==> src/rtl/burst_power_seq_pkg.sv <==
package burst_power_seq_pkg;

  localparam int REL_W = 16;

  typedef enum logic [1:0] {
    SLOT_IDLE = 2'b00,
    SLOT_TX   = 2'b01,
    SLOT_RX   = 2'b10
  } slotKind_t;

  // control -> datapath strobes, values valid for the position being entered
  typedef struct packed {
    logic                    tick;
    slotKind_t               kind;
    logic signed [REL_W-1:0] rel;
  } seqStrobe_t;

  typedef struct packed {
    logic pllPd;
    logic txPd;
    logic paEn;
    logic swPos;
    logic swNeg;
    logic rxPd;
    logic dcAcqN;
    logic txGate;
  } frontEnd_t;

  localparam frontEnd_t FE_SAFE = '{pllPd: 1'b1, txPd: 1'b1, paEn: 1'b0,
                                    swPos: 1'b0, swNeg: 1'b1, rxPd: 1'b1,
                                    dcAcqN: 1'b1, txGate: 1'b0};

  function automatic slotKind_t decodeCmd(input logic [1:0] code);
    case (code)
      2'b01:   return SLOT_TX;
      2'b10:   return SLOT_RX;
      default: return SLOT_IDLE;
    endcase
  endfunction

endpackage

==> src/rtl/burst_seq_ctrl.sv <==
module burst_seq_ctrl
  import burst_power_seq_pkg::*;
#(
  parameter int SLOT_BITS = 1024,
  parameter int POS_W     = $clog2(SLOT_BITS)
) (
  input  logic             clk,
  input  logic             rstN,
  input  logic             bitTick,
  input  logic             cmdValid,
  input  logic [1:0]       slotCmd,
  input  logic [POS_W-1:0] burstPos,
  output seqStrobe_t       strobe
);

  localparam logic [POS_W-1:0] LAST_POS = POS_W'(SLOT_BITS - 1);

  logic [POS_W-1:0] pos, startPos, pendPos;
  logic [POS_W-1:0] posNext, startNext;
  slotKind_t        slot, pendKind, kindNext;
  logic             pendValid;
  logic             atWrap;

  assign atWrap    = (pos == LAST_POS);
  assign posNext   = atWrap ? '0 : pos + 1'b1;
  assign kindNext  = atWrap ? (pendValid ? pendKind : SLOT_IDLE) : slot;
  assign startNext = atWrap ? pendPos : startPos;

  always_ff @(posedge clk or negedge rstN) begin
    if (!rstN) begin
      pos       <= LAST_POS;
      slot      <= SLOT_IDLE;
      startPos  <= '0;
      pendValid <= 1'b0;
      pendKind  <= SLOT_IDLE;
      pendPos   <= '0;
    end else begin
      if (bitTick) begin
        pos      <= posNext;
        slot     <= kindNext;
        startPos <= startNext;
        if (atWrap) pendValid <= 1'b0;
      end
      if (cmdValid) begin
        pendValid <= 1'b1;
        pendKind  <= decodeCmd(slotCmd);
        pendPos   <= burstPos;
      end
    end
  end

  always_comb begin
    strobe.tick = bitTick;
    strobe.kind = kindNext;
    strobe.rel  = $signed(REL_W'(posNext)) - $signed(REL_W'(startNext));
  end

endmodule

==> src/rtl/burst_seq_window.sv <==
module burst_seq_window
  import burst_power_seq_pkg::*;
#(
  parameter int OPEN  = 0,
  parameter int CLOSE = 1
) (
  input  logic signed [REL_W-1:0] rel,
  output logic                    inWin
);

  localparam logic signed [REL_W-1:0] OPEN_V  = REL_W'(OPEN);
  localparam logic signed [REL_W-1:0] CLOSE_V = REL_W'(CLOSE);

  assign inWin = (rel >= OPEN_V) && (rel < CLOSE_V);

endmodule

==> src/rtl/burst_seq_dp.sv <==
module burst_seq_dp
  import burst_power_seq_pkg::*;
#(
  parameter int BURST_BITS = 424,
  parameter int TX_LEAD    = 460,
  parameter int TX_LAG     = 3,
  parameter int PLL_LEAD   = 461,
  parameter int PLL_OPEN   = 31,
  parameter int PA_LEAD    = 31,
  parameter int SW_LEAD    = 30,
  parameter int SW_LAG     = 31,
  parameter int DATA_LEAD  = 3,
  parameter int DATA_PAD   = 3,
  parameter int RX_LEAD    = 70,
  parameter int DC_LEAD    = 2,
  parameter int DC_SPAN    = 30
) (
  input  logic       clk,
  input  logic       rstN,
  input  seqStrobe_t strobe,
  output frontEnd_t  fe
);

  localparam int N_WIN = 8;
  localparam int W_TX = 0, W_PLLTX = 1, W_PA = 2, W_SW = 3,
                 W_GATE = 4, W_RX = 5, W_PLLRX = 6, W_DC = 7;

  localparam int WIN_OPEN [N_WIN] = '{-TX_LEAD, -PLL_LEAD, -PA_LEAD, -SW_LEAD,
                                      -DATA_LEAD, -RX_LEAD, -PLL_LEAD, -DC_LEAD};
  localparam int WIN_CLOSE[N_WIN] = '{BURST_BITS + TX_LAG, -PLL_OPEN, BURST_BITS,
                                      BURST_BITS + SW_LAG, BURST_BITS + DATA_PAD,
                                      BURST_BITS, BURST_BITS, DC_SPAN};

  logic [N_WIN-1:0] hit;
  frontEnd_t        feNext;

  for (genvar w = 0; w < N_WIN; w++) begin : g_win
    burst_seq_window #(
      .OPEN (WIN_OPEN[w]),
      .CLOSE(WIN_CLOSE[w])
    ) u_win (
      .rel  (strobe.rel),
      .inWin(hit[w])
    );
  end

  always_comb begin
    feNext = FE_SAFE;
    case (strobe.kind)
      SLOT_TX: begin
        feNext.txPd   = !hit[W_TX];
        feNext.pllPd  = !hit[W_PLLTX];
        feNext.paEn   = hit[W_PA];
        feNext.swPos  = hit[W_SW];
        feNext.swNeg  = !hit[W_SW];
        feNext.txGate = hit[W_GATE];
      end
      SLOT_RX: begin
        feNext.rxPd   = !hit[W_RX];
        feNext.pllPd  = !hit[W_PLLRX];
        feNext.dcAcqN = !hit[W_DC];
      end
      default: feNext = FE_SAFE;
    endcase
  end

  always_ff @(posedge clk or negedge rstN) begin
    if (!rstN)            fe <= FE_SAFE;
    else if (strobe.tick) fe <= feNext;
  end

endmodule

==> src/rtl/burst_power_seq.sv <==
module burst_power_seq
  import burst_power_seq_pkg::*;
#(
  parameter int SLOT_BITS  = 1024,
  parameter int BURST_BITS = 424,
  parameter int TX_LEAD    = 460,
  parameter int TX_LAG     = 3,
  parameter int PLL_LEAD   = 461,
  parameter int PLL_OPEN   = 31,
  parameter int PA_LEAD    = 31,
  parameter int SW_LEAD    = 30,
  parameter int SW_LAG     = 31,
  parameter int DATA_LEAD  = 3,
  parameter int DATA_PAD   = 3,
  parameter int RX_LEAD    = 70,
  parameter int DC_LEAD    = 2,
  parameter int DC_SPAN    = 30,
  parameter int POS_W      = $clog2(SLOT_BITS)
) (
  input  logic             clk,
  input  logic             rstN,
  input  logic             bitTick,
  input  logic             cmdValid,
  input  logic [1:0]       slotCmd,
  input  logic [POS_W-1:0] burstPos,
  output logic             pllPd,
  output logic             txPd,
  output logic             paEn,
  output logic             swPos,
  output logic             swNeg,
  output logic             rxPd,
  output logic             dcAcqN,
  output logic             txGate
);

  seqStrobe_t strobe;
  frontEnd_t  fe;

  burst_seq_ctrl #(
    .SLOT_BITS(SLOT_BITS),
    .POS_W    (POS_W)
  ) u_ctrl (
    .clk     (clk),
    .rstN    (rstN),
    .bitTick (bitTick),
    .cmdValid(cmdValid),
    .slotCmd (slotCmd),
    .burstPos(burstPos),
    .strobe  (strobe)
  );

  burst_seq_dp #(
    .BURST_BITS(BURST_BITS), .TX_LEAD(TX_LEAD), .TX_LAG(TX_LAG),
    .PLL_LEAD(PLL_LEAD), .PLL_OPEN(PLL_OPEN), .PA_LEAD(PA_LEAD),
    .SW_LEAD(SW_LEAD), .SW_LAG(SW_LAG), .DATA_LEAD(DATA_LEAD),
    .DATA_PAD(DATA_PAD), .RX_LEAD(RX_LEAD), .DC_LEAD(DC_LEAD),
    .DC_SPAN(DC_SPAN)
  ) u_dp (
    .clk   (clk),
    .rstN  (rstN),
    .strobe(strobe),
    .fe    (fe)
  );

  assign pllPd  = fe.pllPd;
  assign txPd   = fe.txPd;
  assign paEn   = fe.paEn;
  assign swPos  = fe.swPos;
  assign swNeg  = fe.swNeg;
  assign rxPd   = fe.rxPd;
  assign dcAcqN = fe.dcAcqN;
  assign txGate = fe.txGate;

endmodule

==> config.mk <==
export PLATFORM = sky130hd
export DESIGN_NAME = burst_power_seq
export DESIGN_NICKNAME = d
export VERILOG_FILES = /design/src/rtl/burst_power_seq_pkg.sv /design/src/rtl/burst_seq_ctrl.sv /design/src/rtl/burst_seq_window.sv /design/src/rtl/burst_seq_dp.sv /design/src/rtl/burst_power_seq.sv
export SDC_FILE = /design/constraint.sdc
export NUM_CORES = 1
export LEC_CHECK = 0
export BUFFER_PORTS_ARGS = -buffer_cell sky130_fd_sc_hd__clkbuf_2
export CORE_MARGIN = 2
export CORE_UTILIZATION = 55
export DETAILED_ROUTE_END_ITERATION = 8
export PLACE_DENSITY = 0.78
export SLEW_MARGIN = 20
export SYNTH_ARGS = -nofsm -noshare
export SYNTH_HDL_FRONTEND = slang
export SYNTH_HIERARCHICAL = 1
export SYNTH_SLANG_ARGS = --single-unit
export TNS_END_PERCENT = 10
==> constraint.sdc <==
create_clock -name clk -period 16.1 [get_ports clk]
set_clock_uncertainty 0.2 [all_clocks]
set_input_delay 2.415 -clock clk [delete_from_list [all_inputs] [get_ports clk]]
set_output_delay 2.415 -clock clk [all_outputs]
set_load 0.02 [all_outputs]
* Word-level counts from Yosys, hierarchy flattened
Index checks and enable logic that the tools add are counted.
** Word-level totals
- Flip-flop bits (word level) :: 43
- Input port bits :: 16
- Output and inout bits :: 8
- Logic and storage cells :: 62
** Operators by class
- Add/sub/neg operators :: 2
- Magnitude comparators :: 12
- Equal/unequal tests :: 5
- Muxes and demuxes :: 12
- Reductions and logical operators :: 17
** Operators with widths (number)
- 11-bit by 10-bit less-than comparator with 1-bit output (second input constant) :: 3
- 11-bit by 10-bit >= comparator with 1-bit output (second input constant) :: 2
- 11-bit by 6-bit >= comparator with 1-bit output (second input constant) :: 2
- 11-bit by 6-bit less-than comparator with 1-bit output (second input constant) :: 2
- 10-bit two-way mux :: 2
- 11-bit by 2-bit >= comparator with 1-bit output (second input constant) :: 1
- 11-bit by 3-bit >= comparator with 1-bit output (second input constant) :: 1
- 11-bit by 8-bit >= comparator with 1-bit output (second input constant) :: 1
- 10-bit by 10-bit subtractor with 11-bit output :: 1
- 10-bit by 1-bit adder with 10-bit output (second input constant) :: 1
- 10-bit == test (second input constant) :: 1
- 1-bit logical AND :: 8
- 1-bit logical NOT :: 6
- 2-bit two-way mux :: 3
- 2-bit by 1-bit == test with 1-bit output (second input constant) :: 2
- 2-bit == test (second input constant) :: 2
- 1-bit two-way mux :: 4
- 4-bit two-way mux :: 1
- 2-bit case mux with 2 select lines :: 1
- 2-bit nonzero test :: 2
- 1-bit case mux with 2 select lines :: 1
- 2-bit AND reduction :: 1

* Depth between registers and ports, before layout
- Word-level depth :: 7
- Mapped depth :: 22
- Depth with buffers taken out :: 19

* By module
The synthesis kept the hierarchy.
** Modules (own cells, without submodules)
- burst_seq_ctrl :: instances 1, cells each 209, area an instance 2220.9 µm², sequential area each 888.4 µm²
- burst_seq_dp :: instances 1, cells each 34, area an instance 372.9 µm², sequential area each 206.4 µm²
- burst_seq_window at u_dp.g_win[1].u_win ... :: instances 2, cells each 10, area an instance 58.8 µm², sequential area each 0.0 µm²
- burst_seq_window at u_dp.g_win[0].u_win :: instances 1, cells each 14, area an instance 88.8 µm², sequential area each 0.0 µm²
- burst_seq_window at u_dp.g_win[6].u_win :: instances 1, cells each 12, area an instance 82.6 µm², sequential area each 0.0 µm²
- burst_seq_window at u_dp.g_win[2].u_win :: instances 1, cells each 12, area an instance 78.8 µm², sequential area each 0.0 µm²
- burst_seq_window at u_dp.g_win[4].u_win :: instances 1, cells each 13, area an instance 75.1 µm², sequential area each 0.0 µm²
- burst_seq_window at u_dp.g_win[5].u_win :: instances 1, cells each 12, area an instance 72.6 µm², sequential area each 0.0 µm²
- burst_seq_window at u_dp.g_win[3].u_win :: instances 1, cells each 12, area an instance 66.3 µm², sequential area each 0.0 µm²

* Least setup slack after synthesis
OpenSTA, ideal clock, no wires.
- Path type :: register -> register
- Start :: reg u_ctrl.pos[0]
- End :: reg u_dp/fe[3] (netlist name)
- Library setup time :: 0.077 ns
- Data arrival time :: 5.143 ns
- Required time :: 15.823 ns
- Path slack :: 10.680 ns
- Cell stages (with the launch flop) :: 20
- Path buffers :: 3
- Period minus slack after synthesis :: 5.420 ns
- Cell sequence :: dfstp_2 ha_1 nand3_4 nor3_4 and3_1 buf_2 buf_6 mux2i_1 ha_1 nor2b_1 o21a_1 a311o_1 a221o_1 a21oi_1 buf_4 nand4_1 or4_1 o21ai_0 nand3_1 o21a_1
** RTL lines
- start, declared :: line burst_seq_ctrl.sv:18 : logic [POS_W-1:0] pos, startPos, pendPos;
- start signal, assigned :: line burst_seq_ctrl.sv:39 : pos <= posNext;

==> qor.txt <==
VDD IR-drop max = 0.145 mV
Initial Util = 57.3%
CTS tree = done
post-CTS resize count = 0
number of buffers added for setup after CTS = 0
hold buffer count at CTS = 0
CP Max Fanout = 90
Wirelength per Cell = 15.5 um
Slew Limit Fails = 0
Max-cap violations = 0
register area share after synthesis = 34.5%
FF-to-FF setup slack = 10.40 ns
core area = 5540 um^2
count of different cell masters after synthesis = 53
Leakage = 1.40 nW
via count = 2564
area grow syn2layout = 7.72%
Cell Area, Synth = 3180 um^2
ANT nets after route = 0
Tot GR Track Use = 22.0%
CP Class = reg2reg
die width = 80.0 um
status = finished clean
Worst R2R Path Depth = 17
ys flop type = dfrtp_1
Final Hold Fails = 0
hold depth = 2
period utilization = 35.4%
Fill cells = 494
WL final = 6.62 mm
Cells after Synth = 338
DIE HEIGHT = 80.0 um
clock sink count = 43
DRT Pass-1 Iters = 4
number of global-route vias before repair = 2376
clock tree buffer depth = 2
Slew @ Worst Pin = 1.09 ns
Starting DRT DRC Count = 179
min Tclk post-route = 5.70 ns
gpl congestion = 0.866
fraction of layout cells with a size suffix above 1 = 25.6%
IO Port Bufs = 23
count of final setup violators = 0
YS warnings = 6
Fmax = 0.175 GHz
HP Start = u_ctrl/slot[0]
unrepaired setup endpoints after global routing = false
first-pass GRT wire length = 11.1 mm
reg-to-reg startpoint = u_ctrl/pos[0]
Yosys reg bits = 43
Hold WC Path Type = reg2reg
CP arrival = 5.75 ns
dpl hpwl = 4.56 mm
Clock Latency Late Sink = 0.30 ns
initial antenna violation count = 0
Synthesized Nets = 368
CTS Buf Count = 5
GRT Residual Overflow = 0
FF-to-FF End = u_dp/fe[3]
Clock Tree Root = clkbuf_8
Die Area = 6400 um^2
placed inst area = 3310 um^2
final core area utilization = 61.7%
critical path required time = 16.15 ns
pin count of the biggest net entering global routing = 91
routed vias/inst = 5.99
Worst Hold Endpoint = u_ctrl/slot[0]
DRC = 0
Seq. cell area = 1090 um^2
Antenna diodes = 0
number of I/O pins = 24
final design instance area without fill = 3420 um^2
TNS Setup = 0 ns
Synth async-reset ratio = 100%
number of synthesized flops with an enable pin = 0
H-tree levels = 2
nature of the critical path startpoint = flip-flop
CTS clk-pin slew, worst paths = 0.09 ns
crit path capture type = flip-flop
count of nets after finishing = 385
area of the multi-input gates = 1940 um^2
Synth Area per Inst = 9.40 um^2
commonest cells after routing, fill and taps aside = nand2_1 (28), dfrtp_1 (28), clkbuf_2 (22), nand3_1 (22)
pwr/cell area = 220 nW/um^2
Core Rows = 27
Rel. slew slack = 26.9%
cell families (layout without fill, tap and decap cells):
logic type,after synthesis,count (layout),synth area share (%)
adder cells (fa/ha/maj),14,14,5.75
XOR/XNOR,19,19,5.24
AND/OR/NAND/NOR,131,131,22.7
multiplexers,32,32,11.5
AO/OA/AOI/OAI,68,68,15.0
buffers and inverters,31,49,5.40
flip-flops,43,43,34.5
where the power goes:
part | leakage [nW] | switching, W | internal (W)
logic | 0.835 | 0.000350 | 0.000185
clock network | 0.0474 | 0.0000402 | 0.0000350
registers | 0.518 | 0.0000164 | 0.000126
total | 1.40 | 0.000407 | 0.000346
per-layer routing:
layer,track usage [%],share of wire [%],up-vias
met1,29.6,45,1196
met4,7.12,1.8,0
met2,36.3,49,56
met5,0,0,-
li1,-,-,1299
met3,3.62,3.6,13
cell usage after synthesis (2+ instances only):
library cell,number,share of area [%]
mux2i_1,11,3.5
or2_2,2,0.39
mux2_4,5,2.4
a21o_1,3,0.71
o21a_1,5,1.2
dfstp_2,15,12
nand4_1,17,3.3
nand2_1,28,3.3
a211o_1,2,0.55
and3_1,2,0.39
buf_6,3,1.1
mux2_2,16,5.7
nand3_1,22,3.5
o211ai_1,2,0.47
a31oi_1,8,1.6
xor2_1,8,2.2
nand2b_1,4,0.79
buf_4,8,1.9
o2111ai_1,3,0.83
nor2_1,17,2.0
inv_1,13,1.5
clkbuf_1,5,0.59
or4_1,3,0.71
nor4_2,2,0.79
nor3_1,14,2.2
nor4_1,9,1.8
o21ai_0,14,2.2
o21ai_2,4,1.1
ha_1,13,5.1
dfrtp_1,28,22
a21oi_1,15,2.4
nor2b_1,4,0.79
buf_2,2,0.32
nand3b_1,2,0.47
xnor2_1,11,3.0
worst max path at each step:
stage                   from          to  cells past startpoint
3_5_place_dp   u_ctrl/pos[0]  u_dp/fe[3]                     17
5_1_grt        u_ctrl/pos[0]  u_dp/fe[3]                     17
2_1_floorplan  u_ctrl/pos[0]  u_dp/fe[3]                     19
4_1_cts        u_ctrl/pos[0]  u_dp/fe[3]                     17
3_3_place_gp   u_ctrl/pos[0]  u_dp/fe[3]                     17
6_report       u_ctrl/pos[0]  u_dp/fe[3]                     17
worst max-delay path, cell delays in order (launching register included):
cell,delay [ns]
dfstp_2,0.58
ha_1,0.28
nand3_4,0.12
nor3_4,0.32
and3_1,0.60
mux2i_1,0.31
ha_1,0.31
nor2b_1,0.17
o21a_1,0.18
a311o_1,0.40
a221o_1,0.35
a21oi_4,0.15
buf_4,0.59
nand4_1,0.16
or4_1,0.55
o21ai_0,0.10
nand3_1,0.11
o21a_1,0.14
stage by stage:
stage               cells  hold slack, ns  setup WS [ns]  power (W)
global route          428           0.306          10.03   0.000819
finish                428           0.291          10.40   0.000753
CTS                   428           0.291          10.39   0.000740
global placement      420           0.268          10.66   0.000647
floorplan             338           0.250          10.68   0.000565
detailed placement    420           0.272          10.42   0.000661
registers in the layout, summed over array words and instances, names as in the netlist:
| signal | flops |
|---|---|
| u_ctrl/pendPos | 10 |
| u_ctrl/pos | 10 |
| u_ctrl/pendKind | 2 |
| u_dp/fe | 8 |
| u_ctrl/pendValid | 1 |
| u_ctrl/startPos | 10 |
| u_ctrl/slot | 2 |
cell type report:
cell class	instances	area share, %
Timing Repair Buffer	28	4.46
Multi-Input combinational cell	264	56.6
Tap cell	72	2.63
Clock buffer	6	2.41
Sequential cell	43	32.0
Clock inverter	2	0.475
Inverter	13	1.43
Note: power is estimated with default switching activity, not from simulation.
